===== config.mk =====
export PLATFORM = sky130hd
export DESIGN_NAME = branch_target_unit
export DESIGN_NICKNAME = d
export VERILOG_FILES = /design/src/rtl/bt_pkg.sv /design/src/rtl/bt_cond_eval.sv /design/src/rtl/bt_addr_gen.sv /design/src/rtl/branch_target_unit.sv
export SDC_FILE = /design/constraint.sdc
export NUM_CORES = 1
export LEC_CHECK = 0
export CAP_MARGIN = 20
export CORE_MARGIN = 5
export CORE_UTILIZATION = 57
export DETAILED_ROUTE_END_ITERATION = 8
export PLACE_DENSITY = 0.87
export RECOVER_POWER = 25
export SYNTH_ARGS = -nofsm -noshare
export SYNTH_HDL_FRONTEND = slang
export SYNTH_SLANG_ARGS = --single-unit

===== constraint.sdc =====
create_clock -name clk -period 9.54 [get_ports clk]
set_clock_uncertainty 0.2 [all_clocks]
set_input_delay 0.954 -clock clk [delete_from_list [all_inputs] [get_ports clk]]
set_output_delay 0.954 -clock clk [all_outputs]
set_load 0.05 [all_outputs]

===== src/rtl/bt_pkg.sv =====
package bt_pkg;
  typedef enum logic [2:0] {
    CMP_EQ  = 3'd0,
    CMP_NE  = 3'd1,
    CMP_RS2 = 3'd2,
    CMP_RS3 = 3'd3,
    CMP_LT  = 3'd4,
    CMP_GE  = 3'd5,
    CMP_LTU = 3'd6,
    CMP_GEU = 3'd7
  } cmp_code_e;

  localparam int unsigned NARROW_W = 32;
endpackage


===== src/rtl/bt_cond_eval.sv =====
module bt_cond_eval
  import bt_pkg::*;
#(
  parameter int unsigned XLEN = 64
) (
  input  logic [XLEN-1:0] op_a,
  input  logic [XLEN-1:0] op_b,
  input  logic [2:0]      code,
  input  logic            narrow,
  output logic            take
);
  localparam int unsigned EXT_W = XLEN - NARROW_W;

  logic [XLEN-1:0] a_n, b_n;
  logic            is_eq, is_lt, is_ltu;

  always_comb begin
    a_n = narrow ? {{EXT_W{op_a[NARROW_W-1]}}, op_a[NARROW_W-1:0]} : op_a;
    b_n = narrow ? {{EXT_W{op_b[NARROW_W-1]}}, op_b[NARROW_W-1:0]} : op_b;
    is_eq  = (a_n == b_n);
    is_lt  = ($signed(a_n) < $signed(b_n));
    is_ltu = (a_n < b_n);
    unique case (cmp_code_e'(code))
      CMP_EQ:  take = is_eq;
      CMP_NE:  take = ~is_eq;
      CMP_LT:  take = is_lt;
      CMP_GE:  take = ~is_lt;
      CMP_LTU: take = is_ltu;
      CMP_GEU: take = ~is_ltu;
      default: take = 1'b0;
    endcase
  end
endmodule


===== src/rtl/bt_addr_gen.sv =====
module bt_addr_gen
  import bt_pkg::*;
#(
  parameter int unsigned XLEN = 64
) (
  input  logic [XLEN-1:0] pc,
  input  logic [XLEN-1:0] base,
  input  logic [XLEN-1:0] offset,
  input  logic            is_jump,
  input  logic            len_is4,
  input  logic            narrow,
  output logic [XLEN-1:0] target,
  output logic [XLEN-1:0] seq_pc
);
  localparam int unsigned EXT_W = XLEN - NARROW_W;

  logic [XLEN-1:0] jmp_sum, br_sum, raw_tgt, raw_seq, step;

  always_comb begin
    step    = len_is4 ? XLEN'(4) : XLEN'(2);
    jmp_sum = base + offset;
    br_sum  = pc + offset;
    raw_tgt = is_jump ? {jmp_sum[XLEN-1:1], 1'b0} : br_sum;
    raw_seq = pc + step;
    target  = narrow ? {{EXT_W{raw_tgt[NARROW_W-1]}}, raw_tgt[NARROW_W-1:0]} : raw_tgt;
    seq_pc  = narrow ? {{EXT_W{raw_seq[NARROW_W-1]}}, raw_seq[NARROW_W-1:0]} : raw_seq;
  end
endmodule


===== src/rtl/branch_target_unit.sv =====
module branch_target_unit
  import bt_pkg::*;
#(
  parameter int unsigned XLEN = 64
) (
  input  logic            clk,
  input  logic            rst,
  input  logic            in_valid,
  input  logic            in_is_jump,
  input  logic [2:0]      in_cond,
  input  logic            in_len_is4,
  input  logic            in_has_c,
  input  logic            in_xlen32,
  input  logic [XLEN-1:0] in_pc,
  input  logic [XLEN-1:0] in_rs1,
  input  logic [XLEN-1:0] in_rs2,
  input  logic [XLEN-1:0] in_imm,
  output logic            out_valid,
  output logic            out_taken,
  output logic [XLEN-1:0] out_target,
  output logic [XLEN-1:0] out_next_pc,
  output logic [XLEN-1:0] out_link,
  output logic            out_misalign,
  output logic [XLEN-1:0] out_fault_addr
);
  localparam int unsigned EXT_W = XLEN - NARROW_W;

  // input stage
  logic            s1_valid, s1_jump, s1_len4, s1_has_c, s1_x32;
  logic [2:0]      s1_cond;
  logic [XLEN-1:0] s1_pc, s1_rs1, s1_rs2, s1_imm;

  always_ff @(posedge clk) begin
    if (rst) begin
      s1_valid <= 1'b0;
      s1_jump  <= 1'b0;
      s1_len4  <= 1'b0;
      s1_has_c <= 1'b0;
      s1_x32   <= 1'b0;
      s1_cond  <= '0;
      s1_pc    <= '0;
      s1_rs1   <= '0;
      s1_rs2   <= '0;
      s1_imm   <= '0;
    end else begin
      s1_valid <= in_valid;
      s1_jump  <= in_is_jump;
      s1_len4  <= in_len_is4;
      s1_has_c <= in_has_c;
      s1_x32   <= in_xlen32;
      s1_cond  <= in_cond;
      s1_pc    <= in_pc;
      s1_rs1   <= in_rs1;
      s1_rs2   <= in_rs2;
      s1_imm   <= in_imm;
    end
  end

  // resolve
  logic            br_take, take, bad_align;
  logic [XLEN-1:0] tgt, seq, cur_pc, nxt, flt;

  bt_cond_eval #(.XLEN(XLEN)) u_cond (
    .op_a   (s1_rs1),
    .op_b   (s1_rs2),
    .code   (s1_cond),
    .narrow (s1_x32),
    .take   (br_take)
  );

  bt_addr_gen #(.XLEN(XLEN)) u_addr (
    .pc      (s1_pc),
    .base    (s1_rs1),
    .offset  (s1_imm),
    .is_jump (s1_jump),
    .len_is4 (s1_len4),
    .narrow  (s1_x32),
    .target  (tgt),
    .seq_pc  (seq)
  );

  always_comb begin
    take   = s1_jump | br_take;
    cur_pc = s1_x32 ? {{EXT_W{s1_pc[NARROW_W-1]}}, s1_pc[NARROW_W-1:0]} : s1_pc;
    if (s1_has_c)
      bad_align = 1'b0;
    else if (s1_jump)
      bad_align = tgt[1];
    else
      bad_align = br_take & (|s1_imm[1:0]);
    if (bad_align)
      nxt = cur_pc;
    else if (take)
      nxt = tgt;
    else
      nxt = seq;
    flt = bad_align ? tgt : '0;
  end

  // output stage
  logic q_jump, q_has_c, q_x32;

  always_ff @(posedge clk) begin
    if (rst) begin
      out_valid      <= 1'b0;
      out_taken      <= 1'b0;
      out_target     <= '0;
      out_next_pc    <= '0;
      out_link       <= '0;
      out_misalign   <= 1'b0;
      out_fault_addr <= '0;
      q_jump         <= 1'b0;
      q_has_c        <= 1'b0;
      q_x32          <= 1'b0;
    end else begin
      out_valid      <= s1_valid;
      out_taken      <= take;
      out_target     <= tgt;
      out_next_pc    <= nxt;
      out_link       <= seq;
      out_misalign   <= bad_align;
      out_fault_addr <= flt;
      q_jump         <= s1_jump;
      q_has_c        <= s1_has_c;
      q_x32          <= s1_x32;
    end
  end

  // checks
  AST_JUMP_ALWAYS_TAKEN: assert property (@(posedge clk) disable iff (rst)
    q_jump |-> out_taken);
  AST_JUMP_EVEN: assert property (@(posedge clk) disable iff (rst)
    q_jump |-> (out_target[0] == 1'b0));
  AST_NARROW_SEXT: assert property (@(posedge clk) disable iff (rst)
    q_x32 |-> (out_link[XLEN-1:NARROW_W] == {EXT_W{out_link[NARROW_W-1]}}));
  AST_C_NO_FAULT: assert property (@(posedge clk) disable iff (rst)
    q_has_c |-> !out_misalign);
  AST_NOT_TAKEN_NO_FAULT: assert property (@(posedge clk) disable iff (rst)
    !out_taken |-> !out_misalign);
  AST_FAULT_HOLDS_PC: assert property (@(posedge clk) disable iff (rst)
    (bad_align && !s1_x32) |=> (out_next_pc == $past(s1_pc)));
  AST_VALID_DELAY: assert property (@(posedge clk) disable iff (rst)
    s1_valid |=> out_valid);
endmodule


==> out/qor.yml <==
placed_design:
  buffer_ports.inserted: 524
  detailedPlacementHpwl_mm: 79.7
  routabilityCongestion: 1.05
routing:
  route.detailed.wl_per_inst_um: 23.8
  vias: 26267
  detailedRoute.firstIterationViolations: 2705
  drt-vias-per-instance: 6.11
  drt_wl_total_mm: 102
  remaining_drc_errors: 0
  drtAntennaViolNets: 0
  drt-pass1-iter-count: 6
worst_setup_path:
  crit_fanout: 32
  endpoint: "out_fault_addr[56]$_SDFF_PP0_"
  critical-path-top-delay-family: "simple AND/OR/NAND/NOR gates"
  worst_r2r_startpoint: "s1_x32$_SDFF_PP0_"
  startpoint_type: "flip-flop"
  cp_cell_instances: "inv_2, nor2_2, buf_4, a21oi_1, ha_1, nand2_1, nor4_1, nand2_1, nor3_1, a32oi_1, nand4_1, nand2_2, nor2_1, nand2_2, buf_4, inv_1, nand2_1, a211oi_1"
  setup.worst_path.class: "flip-flop to flip-flop"
  worst_setup_path_startpoint: "s1_x32$_SDFF_PP0_"
  critical_path_cell_count: 18
  cp_data_arrival_time_ns: 6.80
  critPathRequiredTime_ns: 9.86
  timing.critical_path.to_type: "flip-flop"
  timing.critical_path.mode_cell: "sky130_fd_sc_hd__nand2_1"
  setup_slack_reg_to_reg_ns: 3.06
  worst-path-buf-inv: 4
  worst_path_max_delay_cell: "sky130_fd_sc_hd__nor2_1"
  worstReg2RegEnd: "out_fault_addr[56]$_SDFF_PP0_"
  reg2regPathDepth: 18
  worst_path_largest_cell_delay_ns: 0.77
sta:
  finalSetupViolCount: 0
  hold_viol: 0
  fin_crit_ns: 6.48
  slew-limit-headroom_pct: -66.0
  post-route-period-util_pct: 67.9
  sum_of_negative_setup_slack_ns: 0
  worst_pin_slew_ns: 2.49
  maxSlewViolCount: 52
  fmax_ghz: 0.154
  grt_setup_unrepaired: "no"
floorplan:
  chipHeight_um: 228
  io_pins: 525
  core_area_mm2: 0.0474
  start_util_pct: 57.3
  dieWidth_um: 228
  die_area_mm2: 0.0522
  placementRows: 80
run_status:
  status: "complete, but fails checks"
  violations: "max-capacitance violations, max-slew violations"
cts:
  clock_tree.buffer_depth: 3
  clockRootBuffer: "sky130_fd_sc_hd__clkbuf_16"
  post_cts_resized: 0
  cts_num_sinks: 523
  clock_latency_ns: 0.62
  postCtsSetupBuffers: 0
  cts_buffer_count: 51
  htree_levels: 2
  cts_clock_pin_slew_for_the_worst_setup_and_hold_paths_ns: 0.07
  cts_tree: "built"
  cts_hold_repair.buffers: 0
grt:
  grt_start_max_net_pins: 180
  grt_antenna_before_repair: 0
  global_route.overflow_total: 0
  vias_in_the_first_global_route: 25185
  grt_pass1_wl_mm: 153
  grt.total_usage_pct: 37.2
layout:
  post_route_cells_drive_above_1_share_pct: 4.43
  post-route-util_pct: 72.7
  nNetsFinal: 4102
  area.growth.synth_to_final_pct: 26.7
  antenna_cells: 0
yosys:
  synth_flop_cell: "sky130_fd_sc_hd__dfxtp_1"
  synthCells: 3224
  synth-seq-cells: 523
  post_synth_num_cell_types: 95
  yosys.cell_count.top_type: "sky130_fd_sc_hd__dfxtp_1"
  synth_nets: 3684
  synthesis.area_per_instance_um2: 8.44
  yosys_warnings: 0
  ys_seq_area_share_pct: 38.5
  synth_edf_count: 0
  synthTopCellsByArea: "sky130_fd_sc_hd__dfxtp_1, sky130_fd_sc_hd__ha_1, sky130_fd_sc_hd__nor2b_1, sky130_fd_sc_hd__a21oi_1, sky130_fd_sc_hd__nor2_1"
  syn-cell-area_mm2: 0.0272
  yosysTopAreaCell: "sky130_fd_sc_hd__dfxtp_1"
  ys_top_cells_by_count: "sky130_fd_sc_hd__dfxtp_1, sky130_fd_sc_hd__a21oi_1, sky130_fd_sc_hd__nor2_1"
  synth_async_reset_ratio_pct: 0
  synth_top_area_share_pct: 38.5
pwr:
  power_leakage_nw: 13.9
  max-vdd-ir-drop_mv: 0.126
  power_per_cell_area_mw_per_mm2: 182
run:
  timing.max_cap.violations: 1
min_path:
  worstHoldPathType: "flip-flop to flip-flop"
## layer usage
metal | vias up | share of wire, % | global-route usage, %
li1 | 12203 | - | -
met1 | 12201 | 40 | 50.5
met2 | 1568 | 43 | 57.1
met3 | 295 | 12 | 9.48
met4 | 0 | 4.7 | 14.7
met5 | - | 0 | 0
## worst register-to-register path, stage by stage (launching register included)
cell,delay [ns]
sky130_fd_sc_hd__dfxtp_2,0.61
sky130_fd_sc_hd__inv_2,0.35
sky130_fd_sc_hd__nor2_2,0.19
sky130_fd_sc_hd__buf_4,0.33
sky130_fd_sc_hd__a21oi_1,0.10
sky130_fd_sc_hd__ha_1,0.37
sky130_fd_sc_hd__nand2_1,0.12
sky130_fd_sc_hd__nor4_1,0.55
sky130_fd_sc_hd__nand2_1,0.15
sky130_fd_sc_hd__nor3_1,0.28
sky130_fd_sc_hd__a32oi_1,0.20
sky130_fd_sc_hd__nand4_1,0.37
sky130_fd_sc_hd__nand2_2,0.14
sky130_fd_sc_hd__nor2_1,0.77
sky130_fd_sc_hd__nand2_2,0.55
sky130_fd_sc_hd__buf_4,0.42
sky130_fd_sc_hd__inv_1,0.24
sky130_fd_sc_hd__nand2_1,0.22
sky130_fd_sc_hd__a211oi_1,0.25
## worst min-delay path by stage
stage	from	endpoint	slack, ns	cells after the start
after floorplan	s1_valid$_SDFF_PP0_	out_valid$_SDFF_PP0_	0.21	1
after global placement	s1_valid$_SDFF_PP0_	out_valid$_SDFF_PP0_	0.22	1
after detailed placement	s1_valid$_SDFF_PP0_	out_valid$_SDFF_PP0_	0.25	1
after CTS	s1_valid$_SDFF_PP0_	out_valid$_SDFF_PP0_	0.25	1
after global routing	s1_valid$_SDFF_PP0_	out_valid$_SDFF_PP0_	0.27	1
final	s1_valid$_SDFF_PP0_	out_valid$_SDFF_PP0_	0.25	1
## cells by family (layout without fill, tap and decap cells)
family | Yosys count | in the layout | share of synthesized area, %
flip-flops | 523 | 523 | 38.5
multiplexers | 28 | 28 | 1.06
AO/OA/AOI/OAI | 878 | 878 | 20.7
buffers and inverters | 291 | 748 | 4.10
adder cells (fa/ha/maj) | 194 | 194 | 9.01
XOR/XNOR | 166 | 166 | 5.35
AND/OR/NAND/NOR | 1144 | 1144 | 21.3
## layout make-up
cell class	instances	area [um^2]
clock inverter	26	327
fill	3555	13000
sequential	523	10500
inverter	108	405
clock buffer	66	1430
timing repair buffer	548	5440
multi-input combinational	2410	15600
tap	615	769
## where the power goes
part           total, mW  internal, mW  switching [mW]  leakage [nW]
registers           2.48          2.35           0.128          4.33
clock network       2.10          1.21           0.896         0.861
logic               1.70         0.591            1.11          8.75
## metrics by stage
| stage | instances | worst slack, ns | hold slack, ns | instance area, um^2 | total power, mW |
|---|---|---|---|---|---|
| after floorplan | 3224 | 5.08 | 0.214 | 27200 | 3.51 |
| after global placement | 4203 | 3.39 | 0.220 | 32700 | 4.15 |
| after detailed placement | 4203 | 3.32 | 0.250 | 32700 | 4.16 |
| after CTS | 4295 | 3.19 | 0.255 | 34500 | 6.25 |
| after global routing | 4296 | 2.55 | 0.269 | 34500 | 6.48 |
| final | 4296 | 3.06 | 0.250 | 34500 | 6.28 |
## state kept, by name (all words and copies together), names as in the netlist
name            count
s1_x32              1
s1_imm             64
out_valid           1
s1_cond             3
out_next_pc        64
out_taken           1
s1_pc              64
s1_valid            1
out_misalign        1
s1_len4             1
s1_rs1             64
out_fault_addr     64
s1_rs2             64
out_link           64
s1_jump             1
s1_has_c            1
out_target         64
## placed cells by master, fill, tap and decap left out, types with 32 or more instances in the layout
master and n:
sky130_fd_sc_hd__nor3_1 54, sky130_fd_sc_hd__nor2_1 298, sky130_fd_sc_hd__nand2_1 217, sky130_fd_sc_hd__a21o_1 61, sky130_fd_sc_hd__xor2_1 70, sky130_fd_sc_hd__xnor2_1 96, sky130_fd_sc_hd__a211oi_1 34, sky130_fd_sc_hd__clkbuf_16 52
sky130_fd_sc_hd__nand3_1 75, sky130_fd_sc_hd__dlygate4sd3_1 46, sky130_fd_sc_hd__o21a_1 32, sky130_fd_sc_hd__dfxtp_1 521, sky130_fd_sc_hd__clkdlybuf4s50_1 477, sky130_fd_sc_hd__nand4_1 61, sky130_fd_sc_hd__inv_1 106, sky130_fd_sc_hd__o21ai_0 175
sky130_fd_sc_hd__a31oi_1 35, sky130_fd_sc_hd__nor2b_1 281, sky130_fd_sc_hd__ha_1 191, sky130_fd_sc_hd__a21oi_1 298
Note: power is estimated with default switching activity, not from simulation.
